--- config.mk ---
export PLATFORM = sky130hd
export DESIGN_NAME = fp_cmpsel_unit
export DESIGN_NICKNAME = d
export VERILOG_FILES = /design/src/rtl/fcs_pkg.sv /design/src/rtl/fcs_rst_sync.sv /design/src/rtl/fcs_opnd_decode.sv /design/src/rtl/fcs_order.sv /design/src/rtl/fcs_classify.sv /design/src/rtl/fp_cmpsel_unit.sv
export SDC_FILE = /design/constraint.sdc
export NUM_CORES = 1
export LEC_CHECK = 0
export BUFFER_PORTS_ARGS = -buffer_cell sky130_fd_sc_hd__buf_2
export CORE_MARGIN = 1.5
export CORE_UTILIZATION = 52
export DETAILED_ROUTE_END_ITERATION = 8
export PLACE_DENSITY_LB_ADDON = 0.15
export SYNTH_ARGS = -nofsm -noshare
export SYNTH_HDL_FRONTEND = slang
export SYNTH_SLANG_ARGS = --single-unit
--- constraint.sdc ---
create_clock -name clk -period 2.2 [get_ports clk]
set_input_delay 0.44 -clock clk [delete_from_list [all_inputs] [get_ports clk]]
set_output_delay 0.44 -clock clk [all_outputs]
set_load 0.1 [all_outputs]
--- src/rtl/fcs_pkg.sv ---
package fcs_pkg;
  localparam int EXP_W   = 8;
  localparam int MAN_W   = 23;
  localparam int WORD_W  = 1 + EXP_W + MAN_W;
  localparam int CLASS_W = 10;

  typedef enum logic [3:0] {
    FN_LT    = 4'd0,
    FN_LE    = 4'd1,
    FN_EQ    = 4'd2,
    FN_MIN   = 4'd3,
    FN_MAX   = 4'd4,
    FN_SGNJ  = 4'd5,
    FN_SGNJN = 4'd6,
    FN_SGNJX = 4'd7,
    FN_CLASS = 4'd8
  } fn_e;

  typedef struct packed {
    logic sign;
    logic zero;
    logic sub;
    logic norm;
    logic inf;
    logic snan;
    logic qnan;
  } opnd_info_t;

  localparam logic [WORD_W-1:0] CANON_NAN =
    {1'b0, {EXP_W{1'b1}}, 1'b1, {(MAN_W-1){1'b0}}};
endpackage

--- src/rtl/fcs_rst_sync.sv ---
module fcs_rst_sync (
  input  logic clk,
  input  logic rst_n_in,
  output logic rst_n_out
);
  logic [1:0] stage_q;

  always_ff @(posedge clk or negedge rst_n_in) begin
    if (!rst_n_in) stage_q <= 2'b00;
    else           stage_q <= {stage_q[0], 1'b1};
  end

  assign rst_n_out = stage_q[1];
endmodule

--- src/rtl/fcs_opnd_decode.sv ---
module fcs_opnd_decode
  import fcs_pkg::*;
(
  input  logic [WORD_W-1:0] word_i,
  output opnd_info_t        info_o
);
  logic exp_ones, exp_zero, man_nz;

  always_comb begin
    exp_ones = &word_i[WORD_W-2:MAN_W];
    exp_zero = ~|word_i[WORD_W-2:MAN_W];
    man_nz   = |word_i[MAN_W-1:0];
    info_o.sign = word_i[WORD_W-1];
    info_o.zero = exp_zero & ~man_nz;
    info_o.sub  = exp_zero & man_nz;
    info_o.norm = ~exp_zero & ~exp_ones;
    info_o.inf  = exp_ones & ~man_nz;
    info_o.snan = exp_ones & man_nz & ~word_i[MAN_W-1];
    info_o.qnan = exp_ones & word_i[MAN_W-1];
  end
endmodule

--- src/rtl/fcs_order.sv ---
module fcs_order
  import fcs_pkg::*;
#(
  parameter bit FLUSH_SUB   = 1'b1,
  parameter bit SIGNED_ZERO = 1'b0
) (
  input  logic [WORD_W-1:0] a_i,
  input  logic [WORD_W-1:0] b_i,
  output logic              lt_o,
  output logic              eq_o
);
  localparam int MAG_W = WORD_W - 1;

  logic [MAG_W-1:0] mag_a, mag_b;
  logic             sa, sb, both_zero;

  always_comb begin
    sa    = a_i[WORD_W-1];
    sb    = b_i[WORD_W-1];
    mag_a = a_i[MAG_W-1:0];
    mag_b = b_i[MAG_W-1:0];
    if (FLUSH_SUB) begin
      if (~|a_i[WORD_W-2:MAN_W]) mag_a = '0;
      if (~|b_i[WORD_W-2:MAN_W]) mag_b = '0;
    end
    both_zero = ~|mag_a & ~|mag_b;
    if (both_zero) begin
      lt_o = SIGNED_ZERO & sa & ~sb;
      eq_o = ~SIGNED_ZERO | (sa == sb);
    end else if (sa != sb) begin
      lt_o = sa;
      eq_o = 1'b0;
    end else begin
      lt_o = sa ? (mag_a > mag_b) : (mag_a < mag_b);
      eq_o = (mag_a == mag_b);
    end
  end
endmodule

--- src/rtl/fcs_classify.sv ---
module fcs_classify
  import fcs_pkg::*;
(
  input  opnd_info_t         info_i,
  output logic [CLASS_W-1:0] mask_o
);
  always_comb begin
    mask_o    = '0;
    mask_o[0] = info_i.sign & info_i.inf;
    mask_o[1] = info_i.sign & info_i.norm;
    mask_o[2] = info_i.sign & info_i.sub;
    mask_o[3] = info_i.sign & info_i.zero;
    mask_o[4] = ~info_i.sign & info_i.zero;
    mask_o[5] = ~info_i.sign & info_i.sub;
    mask_o[6] = ~info_i.sign & info_i.norm;
    mask_o[7] = ~info_i.sign & info_i.inf;
    mask_o[8] = info_i.snan;
    mask_o[9] = info_i.qnan;
  end
endmodule

--- src/rtl/fp_cmpsel_unit.sv ---
module fp_cmpsel_unit
  import fcs_pkg::*;
#(
  parameter int FUNC_W = 4
) (
  input  logic              clk,
  input  logic              rst_n,
  input  logic              in_valid,
  input  logic [FUNC_W-1:0] in_func,
  input  logic [WORD_W-1:0] in_a,
  input  logic [WORD_W-1:0] in_b,
  output logic              out_valid,
  output logic [WORD_W-1:0] out_data,
  output logic              out_nv
);
  localparam logic [FUNC_W-1:0] LAST_FN = FUNC_W'(FN_CLASS);

  logic rst_sync_n;
  fcs_rst_sync u_rst (.clk(clk), .rst_n_in(rst_n), .rst_n_out(rst_sync_n));

  // operand decode, one instance per operand
  logic [WORD_W-1:0] opnd [2];
  opnd_info_t        info [2];
  assign opnd[0] = in_a;
  assign opnd[1] = in_b;

  for (genvar g = 0; g < 2; g++) begin : g_dec
    fcs_opnd_decode u_dec (.word_i(opnd[g]), .info_o(info[g]));
  end

  logic cmp_lt, cmp_eq, mm_lt, mm_eq;
  fcs_order #(.FLUSH_SUB(1'b1), .SIGNED_ZERO(1'b0)) u_cmp_order (
    .a_i(in_a), .b_i(in_b), .lt_o(cmp_lt), .eq_o(cmp_eq));
  fcs_order #(.FLUSH_SUB(1'b0), .SIGNED_ZERO(1'b1)) u_mm_order (
    .a_i(in_a), .b_i(in_b), .lt_o(mm_lt), .eq_o(mm_eq));

  logic [CLASS_W-1:0] class_mask;
  fcs_classify u_class (.info_i(info[0]), .mask_o(class_mask));

  // combinational result selection
  logic              a_nan, b_nan, any_nan, any_snan;
  logic              fn_legal, fn_two_cyc, accept;
  logic [WORD_W-1:0] res_c;
  logic              nv_c;
  logic              unused_eq;

  assign unused_eq = mm_eq;

  always_comb begin
    a_nan    = info[0].snan | info[0].qnan;
    b_nan    = info[1].snan | info[1].qnan;
    any_nan  = a_nan | b_nan;
    any_snan = info[0].snan | info[1].snan;
    fn_legal = (in_func <= LAST_FN);
    fn_two_cyc = (in_func == FUNC_W'(FN_MIN)) || (in_func == FUNC_W'(FN_MAX)) ||
                 (in_func == FUNC_W'(FN_CLASS));
    res_c = '0;
    nv_c  = 1'b0;
    case (in_func)
      FUNC_W'(FN_LT): begin
        res_c[0] = ~any_nan & cmp_lt;
        nv_c     = any_nan;
      end
      FUNC_W'(FN_LE): begin
        res_c[0] = ~any_nan & (cmp_lt | cmp_eq);
        nv_c     = any_nan;
      end
      FUNC_W'(FN_EQ): begin
        res_c[0] = ~any_nan & cmp_eq;
        nv_c     = any_snan;
      end
      FUNC_W'(FN_MIN), FUNC_W'(FN_MAX): begin
        nv_c = any_snan;
        if (a_nan && b_nan)      res_c = CANON_NAN;
        else if (a_nan)          res_c = in_b;
        else if (b_nan)          res_c = in_a;
        else if (in_func == FUNC_W'(FN_MIN)) res_c = mm_lt ? in_a : in_b;
        else                     res_c = mm_lt ? in_b : in_a;
      end
      FUNC_W'(FN_SGNJ):  res_c = {in_b[WORD_W-1], in_a[WORD_W-2:0]};
      FUNC_W'(FN_SGNJN): res_c = {~in_b[WORD_W-1], in_a[WORD_W-2:0]};
      FUNC_W'(FN_SGNJX): res_c = {in_a[WORD_W-1] ^ in_b[WORD_W-1], in_a[WORD_W-2:0]};
      FUNC_W'(FN_CLASS): res_c = {{(WORD_W-CLASS_W){1'b0}}, class_mask};
      default: begin
        res_c = '0;
        nv_c  = 1'b0;
      end
    endcase
  end

  // pipeline state
  logic              mid_valid_q, mid_valid_d;
  logic [WORD_W-1:0] mid_data_q, mid_data_d;
  logic              mid_nv_q, mid_nv_d;
  logic              mid_en;
  logic              out_valid_q, out_valid_d;
  logic [WORD_W-1:0] out_data_q, out_data_d;
  logic              out_nv_q, out_nv_d;
  logic              out_en;

  always_comb begin
    accept      = in_valid & ~mid_valid_q & fn_legal;
    mid_en      = accept & fn_two_cyc;
    mid_valid_d = mid_en;
    mid_data_d  = res_c;
    mid_nv_d    = nv_c;
    out_valid_d = (accept & ~fn_two_cyc) | mid_valid_q;
    out_en      = out_valid_d;
    out_data_d  = mid_valid_q ? mid_data_q : res_c;
    out_nv_d    = out_valid_d & (mid_valid_q ? mid_nv_q : nv_c);
  end

  always_ff @(posedge clk or negedge rst_sync_n) begin
    if (!rst_sync_n) begin
      mid_valid_q <= 1'b0;
      mid_data_q  <= '0;
      mid_nv_q    <= 1'b0;
      out_valid_q <= 1'b0;
      out_data_q  <= '0;
      out_nv_q    <= 1'b0;
    end else begin
      mid_valid_q <= mid_valid_d;
      if (mid_en) begin
        mid_data_q <= mid_data_d;
        mid_nv_q   <= mid_nv_d;
      end
      out_valid_q <= out_valid_d;
      out_nv_q    <= out_nv_d;
      if (out_en) out_data_q <= out_data_d;
    end
  end

  assign out_valid = out_valid_q;
  assign out_data  = out_data_q;
  assign out_nv    = out_nv_q;
endmodule

* Word level (Yosys, flattened, before mapping) *
Cells that the tools add are included.

word-level totals
  register bits = 70
  output and inout bits = 34
  logic and storage cells = 111

operators by class
  $lt $le $gt $ge = 5
  eq/ne operators = 10
  multiplexer cells = 21
  bitwise operators = 45
  reductions and logical operators = 23

operators with widths
  operator                                                count
  2-to-1 mux 32 bit                                       7
  case mux 31 bit (5 select lines)                        1
  OR reduction 31 bit                                     4
  > comparator 31 bit                                     2
  less-than comparator 31 bit                             2
  2-to-1 mux 31 bit                                       2
  OR reduction 23 bit                                     2
  equality test 31 bit                                    1
  bitwise AND 1 bit                                       29
  equality test 4 x 3 -> 1 bit (second input constant)    4
  AND reduction 8 bit                                     2
  OR reduction 8 bit                                      2
  2-to-1 mux 1 bit                                        9
  NOT 1 bit                                               9
  equality test 4 x 2 -> 1 bit (second input constant)    2
  bitwise OR 1 bit                                        6
  case mux 1 bit (6 select lines)                         1
  OR reduction 3 bit                                      2
  logical NOT 1 bit                                       5
  equality test 4 x 1 -> 1 bit (second input constant)    1
  equality test 4 bit (second input constant)             1
  less-or-equal comparator 4 bit (second input constant)  1
  logical NOT 4 bit                                       1
  OR reduction 2 bit                                      2
  5 further kinds                                         6

* Depth between registers and ports, before layout *
Gate-level depths: netlist of run 1.

  word-level depth = 11
  mapped depth = 14
  depth with buffers taken out = 13

* Hierarchy *
Synthesis of run 1 repeated with hierarchy kept, for this count alone.

second synthesis, totals
  cells, all modules = 690
  area total of the unflattened synthesis = 5834.3 um^2

modules (own cells, without submodules)
  module                    instances  cells an instance  area each (um^2)
  fp_cmpsel_unit            1          340                3382.0
  fcs_order at u_cmp_order  1          157                1043.5
  fcs_order at u_mm_order   1          138                997.2
  fcs_opnd_decode           2          21                 146.4
  fcs_classify              1          10                 65.1
  fcs_rst_sync              1          3                  53.8

* Worst setup path after synthesis of run 1 *
No wires, ideal clock.

  path kind = input to register
  from = input in_a[23]
  to = register out_data_q[0], in the netlist out_data[0]
  arrival time = 2815 ps
  path slack = -750 ps
  cell stages on the path = 14
  path buffers = 1
  cell sequence = nor4_1 > nand2_1 > clkbuf_1 > and2_1 > ha_1 > nor2b_1 > o21a_1 > o21a_1 > o21ai_0 > a21oi_1 > o41ai_1 > a21oi_1 > a31oi_1 > o31ai_1

between the ends
  cells in the longest elaborated chain, start to end = 11

RTL lines
  element                                                line                                        source
  from (decl)                                            fp_cmpsel_unit.sv:10                        input logic [WORD_W-1:0] in_a,
  less-than comparator 31 bit (tied with other cells)    fcs_order.sv:34                             lt_o = sa ? (mag_a > mag_b) : (mag_a < mag_b);
  2-to-1 mux 1 bit or logical NOT 1 bit (tied branches)  fcs_order.sv:34, fcs_order.sv:26
  2-to-1 mux 1 bit or bitwise AND 1 bit (tied branches)  fcs_order.sv:30, fcs_order.sv:26
  2-to-1 mux 1 bit                                       fcs_order.sv:27                             if (both_zero) begin
  2-to-1 mux 32 bit, on equally long branches            fp_cmpsel_unit.sv:78, fp_cmpsel_unit.sv:77
  2-to-1 mux 32 bit                                      fp_cmpsel_unit.sv:77                        else if (in_func == FUNC_W'(FN_MIN)) res_c = mm_lt ? in_a : in_b;
  2-to-1 mux 32 bit                                      fp_cmpsel_unit.sv:76                        else if (b_nan) res_c = in_a;
  2-to-1 mux 32 bit                                      fp_cmpsel_unit.sv:75                        else if (a_nan) res_c = in_b;
  2-to-1 mux 32 bit                                      fp_cmpsel_unit.sv:74                        if (a_nan && b_nan) res_c = CANON_NAN;
  case mux 1 bit (6 select lines) (*)                    fp_cmpsel_unit.sv:59                        case (in_func)
  2-to-1 mux 32 bit (*)                                  fp_cmpsel_unit.sv:109                       out_data_d = mid_valid_q ? mid_data_q : res_c;
  to (signal assigned)                                   fp_cmpsel_unit.sv:129                       if (out_en) out_data_q <= out_data_d;
  to (decl)                                              fp_cmpsel_unit.sv:97                        logic [WORD_W-1:0] out_data_q, out_data_d;

Mark *: on every way between the ends. The rest lies on a longest branch, timed or not.
A chain may end at the register's enable or synchronous reset.

* Worst setup path after layout of run 1 *
  from = input in_a[14]
  to = register mid_data_q[23]

between the ends
  cells in the longest elaborated chain, start to end = 10

RTL lines
  element                                                line                                        source
  less-than comparator 31 bit (tied with other cells)    fcs_order.sv:34
  2-to-1 mux 1 bit or logical NOT 1 bit (tied branches)  fcs_order.sv:34, fcs_order.sv:26
  2-to-1 mux 1 bit or bitwise AND 1 bit (tied branches)  fcs_order.sv:30, fcs_order.sv:26
  2-to-1 mux 1 bit                                       fcs_order.sv:27
  2-to-1 mux 32 bit, on equally long branches            fp_cmpsel_unit.sv:78, fp_cmpsel_unit.sv:77
  2-to-1 mux 32 bit                                      fp_cmpsel_unit.sv:77
  2-to-1 mux 32 bit                                      fp_cmpsel_unit.sv:76
  2-to-1 mux 32 bit                                      fp_cmpsel_unit.sv:75
  2-to-1 mux 32 bit (*)                                  fp_cmpsel_unit.sv:74
  case mux 31 bit (5 select lines) (*)                   fp_cmpsel_unit.sv:59
  to (signal assigned)                                   fp_cmpsel_unit.sv:124                       mid_data_q <= mid_data_d;
  to (decl)                                              fp_cmpsel_unit.sv:93                        logic [WORD_W-1:0] mid_data_q, mid_data_d;

Marks and branches as above.

==> results of run 1 <==
-- layout by cell type, fill, tap and decap left out, types with 5 or more instances in the layout --
| master | netlist | layout |
|---|---|---|
| buf_8 | 2 | 6 |
| and2_1 | 37 | 31 |
| nand2_1 | 96 | 94 |
| inv_2 | 0 | 11 |
| a221o_1 | 21 | 21 |
| nor2_1 | 37 | 32 |
| ha_1 | 65 | 34 |
| buf_2 | 4 | 76 |
| dfrtp_1 | 70 | 68 |
| and2_4 | 0 | 6 |
| buf_6 | 0 | 34 |
| nor4_1 | 17 | 7 |
| a211oi_2 | 0 | 6 |
| and3_1 | 21 | 21 |
| a21oi_1 | 56 | 47 |
| buf_12 | 0 | 9 |
| buf_4 | 1 | 151 |
| inv_4 | 0 | 7 |
| inv_1 | 47 | 26 |
| a32oi_1 | 5 | 5 |
| o21ai_0 | 55 | 51 |
| nor3_1 | 8 | 6 |
| nand4_1 | 20 | 20 |
| nor4_4 | 0 | 9 |
| a21o_1 | 20 | 20 |
| a21oi_2 | 1 | 9 |
| nor2_2 | 2 | 5 |
| a22oi_1 | 13 | 12 |
| ha_4 | 0 | 31 |
| clkbuf_8 | 0 | 9 |
-- metal layers --
layer | vias up | routed length [um] | part of all wire [%] | global-route usage [%]
li1 | 3044 | - | - | -
met1 | 3171 | 8920 | 41 | 49.8
met2 | 388 | 10400 | 47 | 61.3
met4 | 0 | 852 | 3.9 | 18.0
met5 | - | 0 | 0 | 0
met3 | 73 | 1720 | 7.9 | 5.93
-- flip-flops by register name, summed over array words and instances, names as in the netlist --
signal,cells
mid_data_q,32
out_data,32
u_rst.stage_q,2
mid_nv_q,1
mid_valid_q,1
out_nv,1
out_valid,1
-- power groups by stage --
stage          registers, mW  clock network [mW]  logic, mW
2_1_floorplan           1.99                   0      0.539
3_3_place_gp            1.51                   0       1.58
3_5_place_dp            1.51                   0       1.61
4_1_cts                 1.49                1.02       1.76
5_1_grt                 1.51                1.07       1.96
6_report                1.49                1.01       1.86
-- final cells by class --
class	count	area, um^2
Multi-Input combinational cell	544	4370
Timing Repair Buffer	278	2200
Fill cell	653	1850
Sequential cell	70	1750
Inverter	47	216
Tap cell	140	175
Clock buffer	12	135
Clock inverter	2	35.0
-- logic make-up (layout without fill, tap and decap cells) --
logic type / count (synthesis) / in the layout / synth area share, %
other: 1 / 1 / 0.0659
AND/OR/NAND/NOR: 261 / 262 / 23.3
flip-flops: 70 / 70 / 30.8
adder cells (fa/ha/maj): 65 / 65 / 14.3
AO/OA/AOI/OAI: 210 / 210 / 24.2
buffers and inverters: 88 / 339 / 6.35
multiplexers: 4 / 4 / 0.704
XOR/XNOR: 2 / 2 / 0.308
-- timing repair --
item,in CTS,in global routing
cloned,3,0
buffers inserted,19,5
endpoints found under the hold margin,2,0
hold buffers,1,0
pin swaps,56,31
resized for setup,131,36
endpoints found under the setup margin,37,37
-- synthesized netlist by cell type, drive strengths merged, types with 2 or more instances --
library cell  count
nor2             39
nor3b             3
o31ai             3
nand4            20
a21o             20
and3             21
o21ai            58
nor4             18
nor2b             2
o22ai             2
mux2i             4
nand2b            2
a211oi            7
nor3              9
and2             37
clkbuf           34
a221o            21
nand3             3
o211ai            2
nor4b             2
or3               2
dfrtp            70
ha               65
a21oi            57
buf               7
nand3b            2
nand2            97
inv              47
a32oi             5
a22oi            13
a211o             2
o21a              4
o41ai             2
a221oi            3
-- path summary, 6_finish.rpt --
check,start,endpoint,slack [ns],cells after the start
worst max-delay path,in_a[14],mid_data_q[23]$_DFFE_PN0P_,-0.64,15
worst min-delay path,u_rst.stage_q[1]$_DFF_PN0_,mid_data_q[13]$_DFFE_PN0P_,0.28,1
worst max register to register,mid_valid_q$_DFF_PN0_,mid_data_q[23]$_DFFE_PN0P_,0.09,7
worst min register to register,u_rst.stage_q[1]$_DFF_PN0_,mid_data_q[13]$_DFFE_PN0P_,0.28,1
max in group asynchronous,u_rst.stage_q[1]$_DFF_PN0_,mid_valid_q$_DFF_PN0_,1.59,1
min in group clk,u_rst.stage_q[0]$_DFF_PN0_,u_rst.stage_q[1]$_DFF_PN0_,0.37,0
-- per-stage QoR --
stage	hold slack [ns]	power (mW)	worst slack (ns)	setup TNS, ns	area [um^2]
6_report	0.284	4.36	-0.636	-17.61	8890
5_1_grt	0.337	4.54	-0.692	-20.42	8890
4_1_cts	0.312	4.27	-0.512	-14.35	8670
3_5_place_dp	0.227	3.13	-1.15	-32.43	7690
3_3_place_gp	0.223	3.09	-1.08	-28.71	7690
2_1_floorplan	0.144	2.53	-0.484	-13.76	5980
==> run metrics, run 1 <==
Tmin final 2.84 ns; DRT Pass-1 Iters 5; drt drc 0; worst vdd ir 0.421 mV; Synth top area share 30.8%; Clock Latency Late Sink 0.36 ns; Syn Area/Cell roughly 8.1 um^2; worst path required time 2.45 ns; DRT iter0 DRCs 597; Yosys warning total 0; Setup Viol. Count Final 33; Clock Tree Buf Depth 2; top-level I/O count 105; max_cap viols 0; Yosys reg bits 70; number of global-route vias before repair 6,629; Clock power frac 23.2%; # nets final approximately 1,100; total track usage 38.0%; area of the core ~11,000 um^2; period utilization 129%; Netlist Area Pre-Place 5690 um^2; H-tree levels 3; post-synthesis cell count 701; Initial Utilization 53.0%; Synth area leaders dfrtp_1 31%, ha_1 14%, nand2_1 6.3%, a21oi_1 4.9%, o21ai_0 4.8%; EDFF count, synth 0; Final Non-Filler Cells ~1,100; die width approximately 110 um; Via density 6.11; Final Hold Viols 0; Achievable Freq 353 MHz; routability cong. 0.931; Main synth FF type dfrtp_1; Seq pwr share 34.2%; placed cells between 1,000 and 1,500; sw power 1.75 mW; TritonCTS clock tree done; post-synth cell types 60; Worst-path clk slew 0.08 ns; number of buffers created by CTS 9; Pwr per Cell Area 490 nW/um^2; status finished with violations; Comb pwr share 42.6%; Rel. slew slack 56.1%; PortBufs approximately 100; critical path capture point type flip-flop; Area Growth Syn to Fin 56.3%; Die Ht about 110 um; DIE AREA around 12,000 um^2; worst-path cell chain buf_2, ha_4, nand4_1, nor2_1, o31ai_2, buf_4, a21oi_2, nor2_1, a211o_1, a311oi_2, buf_4, buf_4, buf_4, o21ai_0, a21o_1; Clock Sinks 70; final WL around 22 mm; Root Driver clkbuf_8; CP most frequent cell buf_4; critical path class in -> reg; RSZ-0062 raised after global routing yes; largest net degree at the start of global routing 69; Final Worst Setup Slack -0.636 ns; crit path DAT 3.09 ns; Synth area leader dfrtp_1; DP Wirelength 14.9 mm; CP max FO 8; Buf/Inv on CP 5; # diodes 0; Synth Net Count about 840; first-pass GRT wire length 33.8 mm; startpoint types primary input; grt ovf 0; Antenna Violating Nets Remaining 0; Async SR Flop Fraction 100%; Leak about 4.3 nW; Least-Margin Pin Slew 0.656 ns; sequential fraction of the synthesis area a little under a third; Worst path slowest cell a311oi_2; layout cells sized above 1 42.7%; fin util 82.8%; initial antenna violation count 0; drt wl/cell 20.0 um; failing checks setup timing; Worst path max stage delay between 0.3 and 0.4 ns; clk_skew 0.0151 ns; internal power 2.61 mW; via count 6,676; Largest delay share family, worst path compound AO/OA/AOI/OAI gates; Switching Share 40.2%; FP Rows 38; max-slew violations 0; Hold Crit Class reg -> async
Note: power is estimated with default switching activity, not from simulation.
==> run 2: changes to the inputs <==
- CORE_UTILIZATION: 52 -> 35
- SETUP_SLACK_MARGIN: default -> 0.1
==> run 2 against run 1 <==
Effect of this change:
- the flow still finishes with violations (setup timing)
- via count decreased by 2.2%
- first-iteration DRC count decreased by 27%
- fmax increased by 0.65%
- critical path type unchanged
- register-to-register slack improved by 0.11 ns
- flip-flop and latch count unchanged
- critical path depth unchanged
==> run metrics, run 2 (same netlist as run 1, synthesis figures left out) <==
die width 131 um; DRT iter0 DRCs 437; final WL between 20 and 25 mm; RSZ-0062 raised after global routing yes; Initial Utilization 35.8%; Achievable Freq 355 MHz; drt wl/cell around 19 um; number of buffers created by CTS 9; failing checks setup timing; commonest non-fill, non-tap cells in the layout 156 x buf_4, 93 x nand2_1, 81 x buf_2; status finished with violations; max-slew violations 0; register area roughly 1800 um^2; Antenna Violating Nets Remaining 0; initial antenna violation count 0; final instance area about 9300 um^2; Clock Tree Buf Depth 2; Tmin final 2.82 ns; routability cong. 0.941; # diodes 0; period utilization 128%; Hold Crit Class reg -> async; DRT Pass-1 Iters 6; placed cells 1,142; Final Hold Viols 0; Worst path slowest cell a221o_1; Clock Sinks 70; critical path class in -> reg; Final Worst Setup Slack -0.618 ns; Area Growth Syn to Fin 63.1%; Worst path max stage delay 0.34 ns; Final Non-Filler Cells 1,181; max_cap viols 0; Root Driver clkbuf_16; R2R Setup Slk 0.20 ns; worst path required time 2.43 ns; CP max FO 8; PortBufs 104; Fillers around 1,400; Via density about 5.5; CP most frequent cell buf_4; FP Rows 46; top-level I/O count 105; drt drc 0; Placed Area 7870 um^2; commonest non-fill, non-tap cell in the layout buf_4; number of global-route vias before repair 6,652; Least-Margin Pin Slew between 0.6 and 0.7 ns; worst r2r src mid_valid_q$_DFF_PN0_; # nets final 1,096; Die Ht 131 um; Pwr per Cell Area 534 nW/um^2; clk_skew 0.00717 ns; grt ovf 0; crit path DAT between 3 and 4 ns; critical path capture point type flip-flop; via count 6,531; worst-path cell chain buf_2, inv_1, ha_1, o21ai_1, nor2_2, o31ai_2, buf_4, a21oi_2, a21o_1, a211oi_2, a311oi_2, buf_4, o211a_4, buf_12, a221o_1; Worst-path clk slew 0.06 ns; Clock Latency Late Sink 0.35 ns; crit path launch in_b[5]; worst vdd ir 0.375 mV; Rel. slew slack 57.7%; Leak 4.49 nW; Power Total 4.96 mW; layout cells sized above 1 44.8%; Setup Viol. Count Final 32; area of the core ~16,000 um^2; DP Wirelength 16.1 mm; total track usage 26.1%; first-pass GRT wire length 33.9 mm; H-tree levels 3; hold slack 0.247 ns; area occupied by multi-input gates around 4400 um^2; largest net degree at the start of global routing 68; startpoint types primary input; DIE AREA 17,000 um^2; TritonCTS clock tree done
## run 2: changes by cell type in the layout (fill, tap and decap cells not counted), sizes merged
cell / before / now
clkbuf: 12 / 10
clkinv: 1 / 2
clkinvlp: 0 / 2
bufinv: 1 / 2
buf: 277 / 288
nand2: 98 / 97
## run 2: final cells by class
class / instances / area share (%)
clock buffers: 10 / 2.58
clock inverters: 6 / 0.917
inverters: 47 / 2.33
multi-input cells: 543 / 47.7
flip-flops and latches: 70 / 18.9
well taps: 216 / 2.91
repair buffers: 289 / 24.7
## run 2: critical path, delay by kind of cell
kind | cells | cell delay, ns
buf+inv | 5 | 0.62
simple gates | 1 | 0.08
compound gates | 8 | 1.62
fa+ha+maj | 1 | 0.28
## run 2: per-stage QoR
stage	util (%)	setup TNS (ns)	worst slack (ns)
after floorplan	-	-13.76	-0.484
after global placement	49.6	-33.77	-1.19
after detailed placement	49.6	-35.70	-1.21
after CTS	56.2	-15.35	-0.596
after global routing	58.4	-22.30	-0.771
final	58.4	-17.84	-0.618
## run 2: power breakdown
group | total, mW | switching, mW | internal [mW]
sequential | 1.50 | 0.0806 | 1.42
combinational | 1.83 | 1.15 | 0.679
clock | 1.63 | 0.607 | 1.02
## run 2: per-layer routing
metal	track usage (%)	vias to the layer above	routed length [um]
li1	-	3075	-
met1	33.1	3198	9570
met2	44.0	212	10600
met3	3.50	46	1040
met4	12.2	0	663
met5	0	-	0
## run 2: worst paths after layout
check | end | cells after the start
hold / removal | out_data[13]$_DFFE_PN0P_ | 0
hold reg to reg | out_data[13]$_DFFE_PN0P_ | 0
max in group asynchronous | mid_valid_q$_DFF_PN0_ | 1
setup reg to reg | mid_data_q[1]$_DFFE_PN0P_ | 7
setup / recovery | mid_data_q[1]$_DFFE_PN0P_ | 15
min in group clk | u_rst.stage_q[1]$_DFF_PN0_ | 0
## run 2: what timing repair did
item	CTS	global route
hold buffers	1	0
gates cloned	3	0
pin swaps	33	41
endpoints found under the hold margin	2	0
setup buffers	14	6
endpoints found under the setup margin	37	37
resized for setup	126	53
